File: src/rtl/fbwag_pkg.sv
package fbwag_pkg;
   // register offsets; the host decodes these, so they stay fixed
   localparam logic [7:0] RA_XS_HI     = 8'h00;
   localparam logic [7:0] RA_XS_LO     = 8'h01;
   localparam logic [7:0] RA_XE_HI     = 8'h02;
   localparam logic [7:0] RA_XE_LO     = 8'h03;
   localparam logic [7:0] RA_YS_HI     = 8'h04;
   localparam logic [7:0] RA_YS_LO     = 8'h05;
   localparam logic [7:0] RA_YE_HI     = 8'h06;
   localparam logic [7:0] RA_YE_LO     = 8'h07;
   localparam logic [7:0] RA_STRIDE_HI = 8'h08;
   localparam logic [7:0] RA_STRIDE_LO = 8'h09;
   localparam logic [7:0] RA_BASE_TOP  = 8'h0A;
   localparam logic [7:0] RA_BASE_MID  = 8'h0B;
   localparam logic [7:0] RA_BASE_LO   = 8'h0C;

   function automatic logic is_window_reg(input logic [7:0] a);
      return a <= RA_YE_LO;
   endfunction
endpackage

File: src/rtl/fbwag_regs.sv
module fbwag_regs
   import fbwag_pkg::*;
#(
   parameter int COORD_W    = 10,
   parameter int STRIDE_W   = 10,
   parameter int ADDR_W     = 18,
   parameter int DEF_XE     = 'h13F,
   parameter int DEF_YE     = 'hEF,
   parameter int DEF_STRIDE = 'h140
) (
   input  logic                clk,
   input  logic                rst_n,
   input  logic                cfg_we,
   input  logic [7:0]          cfg_addr,
   input  logic [7:0]          cfg_wdata,
   output logic [COORD_W-1:0]  xs,
   output logic [COORD_W-1:0]  xe,
   output logic [COORD_W-1:0]  ys,
   output logic [COORD_W-1:0]  ye,
   output logic [STRIDE_W-1:0] stride,
   output logic [ADDR_W-1:0]   start,
   output logic                win_touch_q
);
   localparam int HI_C = COORD_W - 8;
   localparam int HI_S = STRIDE_W - 8;
   localparam int HI_A = ADDR_W - 16;

   always_ff @(posedge clk) begin
      if (!rst_n) begin
         xs          <= '0;
         xe          <= COORD_W'(DEF_XE);
         ys          <= '0;
         ye          <= COORD_W'(DEF_YE);
         stride      <= STRIDE_W'(DEF_STRIDE);
         start       <= '0;
         win_touch_q <= 1'b0;
      end else begin
         win_touch_q <= cfg_we && is_window_reg(cfg_addr);
         if (cfg_we) begin
            case (cfg_addr)
               RA_XS_HI:     xs[COORD_W-1:8]  <= cfg_wdata[HI_C-1:0];
               RA_XS_LO:     xs[7:0]          <= cfg_wdata;
               RA_XE_HI:     xe[COORD_W-1:8]  <= cfg_wdata[HI_C-1:0];
               RA_XE_LO:     xe[7:0]          <= cfg_wdata;
               RA_YS_HI:     ys[COORD_W-1:8]  <= cfg_wdata[HI_C-1:0];
               RA_YS_LO:     ys[7:0]          <= cfg_wdata;
               RA_YE_HI:     ye[COORD_W-1:8]  <= cfg_wdata[HI_C-1:0];
               RA_YE_LO:     ye[7:0]          <= cfg_wdata;
               RA_STRIDE_HI: stride[STRIDE_W-1:8] <= cfg_wdata[HI_S-1:0];
               RA_STRIDE_LO: stride[7:0]      <= cfg_wdata;
               RA_BASE_TOP:  start[ADDR_W-1:16] <= cfg_wdata[HI_A-1:0];
               RA_BASE_MID:  start[15:8]      <= cfg_wdata;
               RA_BASE_LO:   start[7:0]       <= cfg_wdata;
               default: ;
            endcase
         end
      end
   end
endmodule

File: src/rtl/fbwag_walker.sv
module fbwag_walker #(
   parameter int COORD_W = 10
) (
   input  logic               clk,
   input  logic               rst_n,
   input  logic               reload,
   input  logic               step,
   input  logic [COORD_W-1:0] xs,
   input  logic [COORD_W-1:0] xe,
   input  logic [COORD_W-1:0] ys,
   input  logic [COORD_W-1:0] ye,
   output logic [COORD_W-1:0] x,
   output logic [COORD_W-1:0] y
);
   always_ff @(posedge clk) begin
      if (!rst_n) begin
         x <= '0;
         y <= '0;
      end else if (reload) begin
         x <= xs;
         y <= ys;
      end else if (step) begin
         if (x == xe) begin
            x <= xs;
            y <= (y == ye) ? ys : y + COORD_W'(1);
         end else begin
            x <= x + COORD_W'(1);
         end
      end
   end
endmodule

File: src/rtl/fbwag_lin.sv
module fbwag_lin #(
   parameter int COORD_W   = 10,
   parameter int STRIDE_W  = 10,
   parameter int ADDR_W    = 18,
   parameter int ADDR_PIPE = 0
) (
   input  logic                clk,
   input  logic                rst_n,
   input  logic                arm,
   input  logic [ADDR_W-1:0]   start,
   input  logic                pix_valid,
   input  logic [COORD_W-1:0]  x,
   input  logic [COORD_W-1:0]  y,
   input  logic [STRIDE_W-1:0] stride,
   output logic                mem_we,
   output logic [ADDR_W-1:0]   mem_addr
);
   logic [ADDR_W-1:0] base;
   logic [ADDR_W-1:0] offset;

   always_ff @(posedge clk) begin
      if (!rst_n)   base <= '0;
      else if (arm) base <= start;
   end

   always_comb offset = ADDR_W'(y) * ADDR_W'(stride) + ADDR_W'(x);

   if (ADDR_PIPE == 0) begin : g_direct
      always_ff @(posedge clk) begin
         if (!rst_n) begin
            mem_we   <= 1'b0;
            mem_addr <= '0;
         end else begin
            mem_we <= pix_valid;
            if (pix_valid) mem_addr <= base + offset;
         end
      end
   end else begin : g_piped
      logic              v1;
      logic [ADDR_W-1:0] off_q;
      always_ff @(posedge clk) begin
         if (!rst_n) begin
            v1       <= 1'b0;
            off_q    <= '0;
            mem_we   <= 1'b0;
            mem_addr <= '0;
         end else begin
            v1     <= pix_valid;
            mem_we <= v1;
            if (pix_valid) off_q <= offset;
            if (v1) mem_addr <= base + off_q;
         end
      end
   end
endmodule

File: src/rtl/fb_win_addr_gen.sv
module fb_win_addr_gen #(
   parameter int COORD_W    = 10,
   parameter int STRIDE_W   = 10,
   parameter int ADDR_W     = 18,
   parameter int ADDR_PIPE  = 0,
   parameter int DEF_XE     = 'h13F,
   parameter int DEF_YE     = 'hEF,
   parameter int DEF_STRIDE = 'h140
) (
   input  logic              clk,
   input  logic              rst_n,
   input  logic              cfg_we,
   input  logic [7:0]        cfg_addr,
   input  logic [7:0]        cfg_wdata,
   input  logic              stream_arm,
   input  logic              pix_valid,
   output logic              mem_we,
   output logic [ADDR_W-1:0] mem_addr
);
   if (COORD_W < 9 || COORD_W > 16) begin : g_bad_coord
      $error("COORD_W must lie in 9..16");
   end
   if (STRIDE_W < 9 || STRIDE_W > 16) begin : g_bad_stride
      $error("STRIDE_W must lie in 9..16");
   end
   if (ADDR_W < 17 || ADDR_W > 24) begin : g_bad_addr
      $error("ADDR_W must lie in 17..24");
   end
   if (ADDR_PIPE != 0 && ADDR_PIPE != 1) begin : g_bad_pipe
      $error("ADDR_PIPE must be 0 or 1");
   end

   logic [COORD_W-1:0]  win_xs, win_xe, win_ys, win_ye;
   logic [COORD_W-1:0]  cur_x, cur_y;
   logic [STRIDE_W-1:0] line_len;
   logic [ADDR_W-1:0]   start_addr;
   logic                win_touch_q;
   logic                reload;

   assign reload = stream_arm | win_touch_q;

   fbwag_regs #(
      .COORD_W(COORD_W), .STRIDE_W(STRIDE_W), .ADDR_W(ADDR_W),
      .DEF_XE(DEF_XE), .DEF_YE(DEF_YE), .DEF_STRIDE(DEF_STRIDE)
   ) u_regs (
      .clk(clk), .rst_n(rst_n), .cfg_we(cfg_we), .cfg_addr(cfg_addr),
      .cfg_wdata(cfg_wdata), .xs(win_xs), .xe(win_xe), .ys(win_ys),
      .ye(win_ye), .stride(line_len), .start(start_addr),
      .win_touch_q(win_touch_q)
   );

   fbwag_walker #(.COORD_W(COORD_W)) u_walk (
      .clk(clk), .rst_n(rst_n), .reload(reload), .step(pix_valid),
      .xs(win_xs), .xe(win_xe), .ys(win_ys), .ye(win_ye),
      .x(cur_x), .y(cur_y)
   );

   fbwag_lin #(
      .COORD_W(COORD_W), .STRIDE_W(STRIDE_W), .ADDR_W(ADDR_W),
      .ADDR_PIPE(ADDR_PIPE)
   ) u_lin (
      .clk(clk), .rst_n(rst_n), .arm(stream_arm), .start(start_addr),
      .pix_valid(pix_valid), .x(cur_x), .y(cur_y), .stride(line_len),
      .mem_we(mem_we), .mem_addr(mem_addr)
   );
endmodule

File: config.mk
export PLATFORM = sky130hd
export DESIGN_NAME = fb_win_addr_gen
export DESIGN_NICKNAME = d
export VERILOG_FILES = /design/src/rtl/fbwag_pkg.sv /design/src/rtl/fbwag_regs.sv /design/src/rtl/fbwag_walker.sv /design/src/rtl/fbwag_lin.sv /design/src/rtl/fb_win_addr_gen.sv
export SDC_FILE = /design/constraint.sdc
export NUM_CORES = 1
export LEC_CHECK = 0
export ABC_CLOCK_PERIOD_IN_PS = 6740
export BUFFER_PORTS_ARGS = -buffer_cell sky130_fd_sc_hd__buf_2
export CAP_MARGIN = 5
export CORE_ASPECT_RATIO = 0.5
export CORE_MARGIN = 4
export CORE_UTILIZATION = 57
export DETAILED_ROUTE_END_ITERATION = 7
export PLACE_DENSITY = 0.75
export SYNTH_ARGS = -nofsm -noshare
export SYNTH_HDL_FRONTEND = slang
export SYNTH_SLANG_ARGS = --single-unit
File: constraint.sdc
create_clock -name clk -period 6.74 [get_ports clk]
set_input_delay 2.022 -clock clk [delete_from_list [all_inputs] [get_ports clk]]
set_output_delay 2.022 -clock clk [all_outputs]
set_load 0.005 [all_outputs]
==> flow_summary.toml <==
[synth]
seq_area_frac_synth_pct = 27.2
yosysTopAreaCellShare_pct = 27.2
synthFlopType = "dfxtp_1"
syn_area_per_cell_um2 = 9.43
synth_area_um2 = 9260
synth_edf_count = 0
ys_seq_elements = 126
synth.distinct_cells = 55
synth.most_common_cell = "dfxtp_1"
synth.area.top_cells = "dfxtp_1 27%, fa_1 19%, mux2i_1 9.9%"
synthTopCellsByCount = "126 x dfxtp_1, 120 x inv_1, 109 x nand2_1, 92 x mux2i_1, 89 x fa_1"
syn_inst = 982
synth_nets = 1136
async_reset_ff_share_pct = 0
yosysTopAreaCell = "dfxtp_1"
yosys_warnings = 0

[timing]
slew_headroom_pct = 31.9
worstMarginPinSlew_ns = 1.02
timing.final.max_slew_violations = 0
skew_ns = 0.0135
rsz0062_at_grt = "no"
setup_slack_ns = 1.26
fmax_ghz = 0.183
hold_viol = 0
period_minus_slack_ns = 5.48
period_share_pct = 81.3
tns_ns = 0
setup_viol = 0
whs_ns = 0.465

[die]
die_area_um2 = 18500
die_x_um = 188
num_io_pins = 40
core_area_um2 = 15700
rows = 32
die_h_um = 98.1
initial_core_util_pct = 59.2

[layout]
instances_no_fill = 1224
final_core_util_pct = 64.5
final_cell_area_um2 = 10100
fin_nets = 1144
layout-drive-gt1-share_pct = 8.67
multiInputGateArea_um2 = 6060
seq_area_um2 = 2520
diodes = 0
syn_to_final_growth_pct = 9.04
fill_cells = 1267

[clock_network]
cts_root_buf = "clkbuf_16"
numClockSinks = 126
post_cts_buffers = 0
path_clk_slew_ns = 0.06
clk_path_buf_depth = 2
cts-hold-fix-buffers = 0
tritoncts = "yes"
htreeDepth = 4
insertion_delay_ns = 0.43
cts_resized = 0
cts_buffers = 17

[critical_path]
cp.required_ns = 7.03
rrSetupSlack_ns = 1.26
crit_family = "adder cells"
max_stage_delay_ns = 0.72
reg2reg_from = "u_walk.y[7]"
worstPathMaxFanout = 16
rr_worst_depth = 17
worst-path-buf-inv = 3
rr_endpoint = "u_lin.mem_addr[17]"
path_cells = "nand2_1 -> fa_1 -> inv_1 -> fa_1 -> fa_1 -> fa_1 -> inv_1 -> fa_1 -> inv_1 -> ha_1 -> and2_1 -> nor4_1 -> and3b_1 -> nor3_2 -> a2111oi_4 -> a2111o_1 -> o211ai_1"
crit_top_cell = "fa_1"
start_kind = "register"
path_class = "reg2reg"
arrival_ns = 5.77
cp_slowest_cell = "dfxtp_1"
cp-end-kind = "register"

[global_route]
antenna_found_initial = 0
overflow = 0
grt_start_max_net_pins = 71
grt_pass1_vias = 6792
grt_usage_pct = 24.0
grt_pass1_wl_um = 35200

[min_path]
holdCritStartpoint = "u_lin.mem_addr[14]"
whs_path_depth = 2
hold_class = "reg2reg"
min_to = "u_lin.mem_addr[14]"

[power_and_ir_drop]
max-vdd-ir-drop_mv = 0.174
p_total_mw = 1.80
leakagePower_nw = 4.85
power.density_nw_per_um2 = 178

[placed_design]
gp_congestion = 0.872
dp_hpwl_um = 15700
pre_cts_ws_ns = 1.30
dp_cells = 1192
portBuffers = 39
placed_cell_area_um2 = 9520

[drt]
drc = 0
wl_per_cell_um = 17.4
avgViaCountPerCell = 5.39
routed_wl_um = 21200
routed-via-count = 6602
ant_nets = 0
dr.pass1.iters = 5
drt-initial-drc-count = 434

[status]
status = "finished clean"

[flow_run]
drv_cap = 0
[cells in the final DEF, fill, tap and decap left out, types with 9 or more instances in the layout]
cell / instances
o21ai_0: 21
o211a_1: 9
and2_1: 57
dfxtp_1: 126
inv_1: 120
mux2i_1: 92
nor2b_1: 81
fa_1: 89
xor2_1: 11
clkbuf_16: 17
ha_1: 44
xnor2_1: 33
buf_2: 39
a21oi_1: 12
nand2_1: 109
nor2_1: 18
nand3_1: 13
o21ai_1: 10
and3_1: 9
[tightest hold or removal path, cell delays in order (launching register included)]
cell and delay, ns:
dfxtp_1 0.32, nand2_1 0.05, o21ai_0 0.06
[cells by family (layout without fill, tap and decap cells)]
| family | Yosys count | after routing | share of synthesized area [%] |
|---|---|---|---|
| compound gates | 89 | 89 | 6.92 |
| fa+ha+maj | 133 | 133 | 25.2 |
| mux | 92 | 92 | 9.94 |
| flops | 126 | 126 | 27.2 |
| simple gates | 326 | 326 | 19.2 |
| xor+xnor | 44 | 44 | 4.16 |
| buf+inv | 172 | 193 | 7.34 |
[how the worst max path moves through the flow]
stage / from / slack, ns / cells after the start / end
after floorplan: u_walk.y[7] / 1.67 / 19 / u_lin.mem_addr[17]
after global placement: u_walk.y[5] / 1.51 / 17 / u_lin.mem_addr[17]
after detailed placement: u_walk.y[7] / 1.30 / 17 / u_lin.mem_addr[17]
after CTS: u_walk.y[7] / 1.26 / 17 / u_lin.mem_addr[17]
after global routing: u_walk.y[7] / 0.95 / 17 / u_lin.mem_addr[17]
final: u_walk.y[7] / 1.26 / 17 / u_lin.mem_addr[17]
[where the power goes]
group          switching [mW]  internal [mW]
registers              0.0116          0.752
logic                  0.0655         0.0440
clock network           0.399          0.523
total                   0.476           1.32
[state kept, by name, summed over array words and instances, names as in the netlist]
signal,count
u_lin.mem_addr,18
u_regs.xs,10
u_lin.mem_we,1
u_regs.stride,10
u_regs.start,18
u_regs.win_touch_q,1
u_lin.base,18
u_walk.x,10
u_regs.ye,10
u_walk.y,10
u_regs.xe,10
u_regs.ys,10
[area by class of cell]
type | instances | share of cell area [%]
Inverter | 120 | 4.46
Clock buffer | 18 | 4.25
Clock inverter | 14 | 1.49
Multi-Input combinational cell | 684 | 60.0
Tap cell | 221 | 2.74
Timing Repair Buffer | 41 | 2.08
Sequential cell | 126 | 25.0
[routing by layer]
layer / vias up / GRT usage, % / share of wire [%] / routed length [um]
li1: 3152 / - / - / -
met1: 3208 / 35.0 / 49 / 10400
met2: 203 / 36.5 / 43 / 9090
met3: 39 / 4.86 / 6.7 / 1420
met4: 0 / 6.26 / 1.6 / 337
met5: - / 0 / 0 / 0
Note: power is estimated with default switching activity, not from simulation.
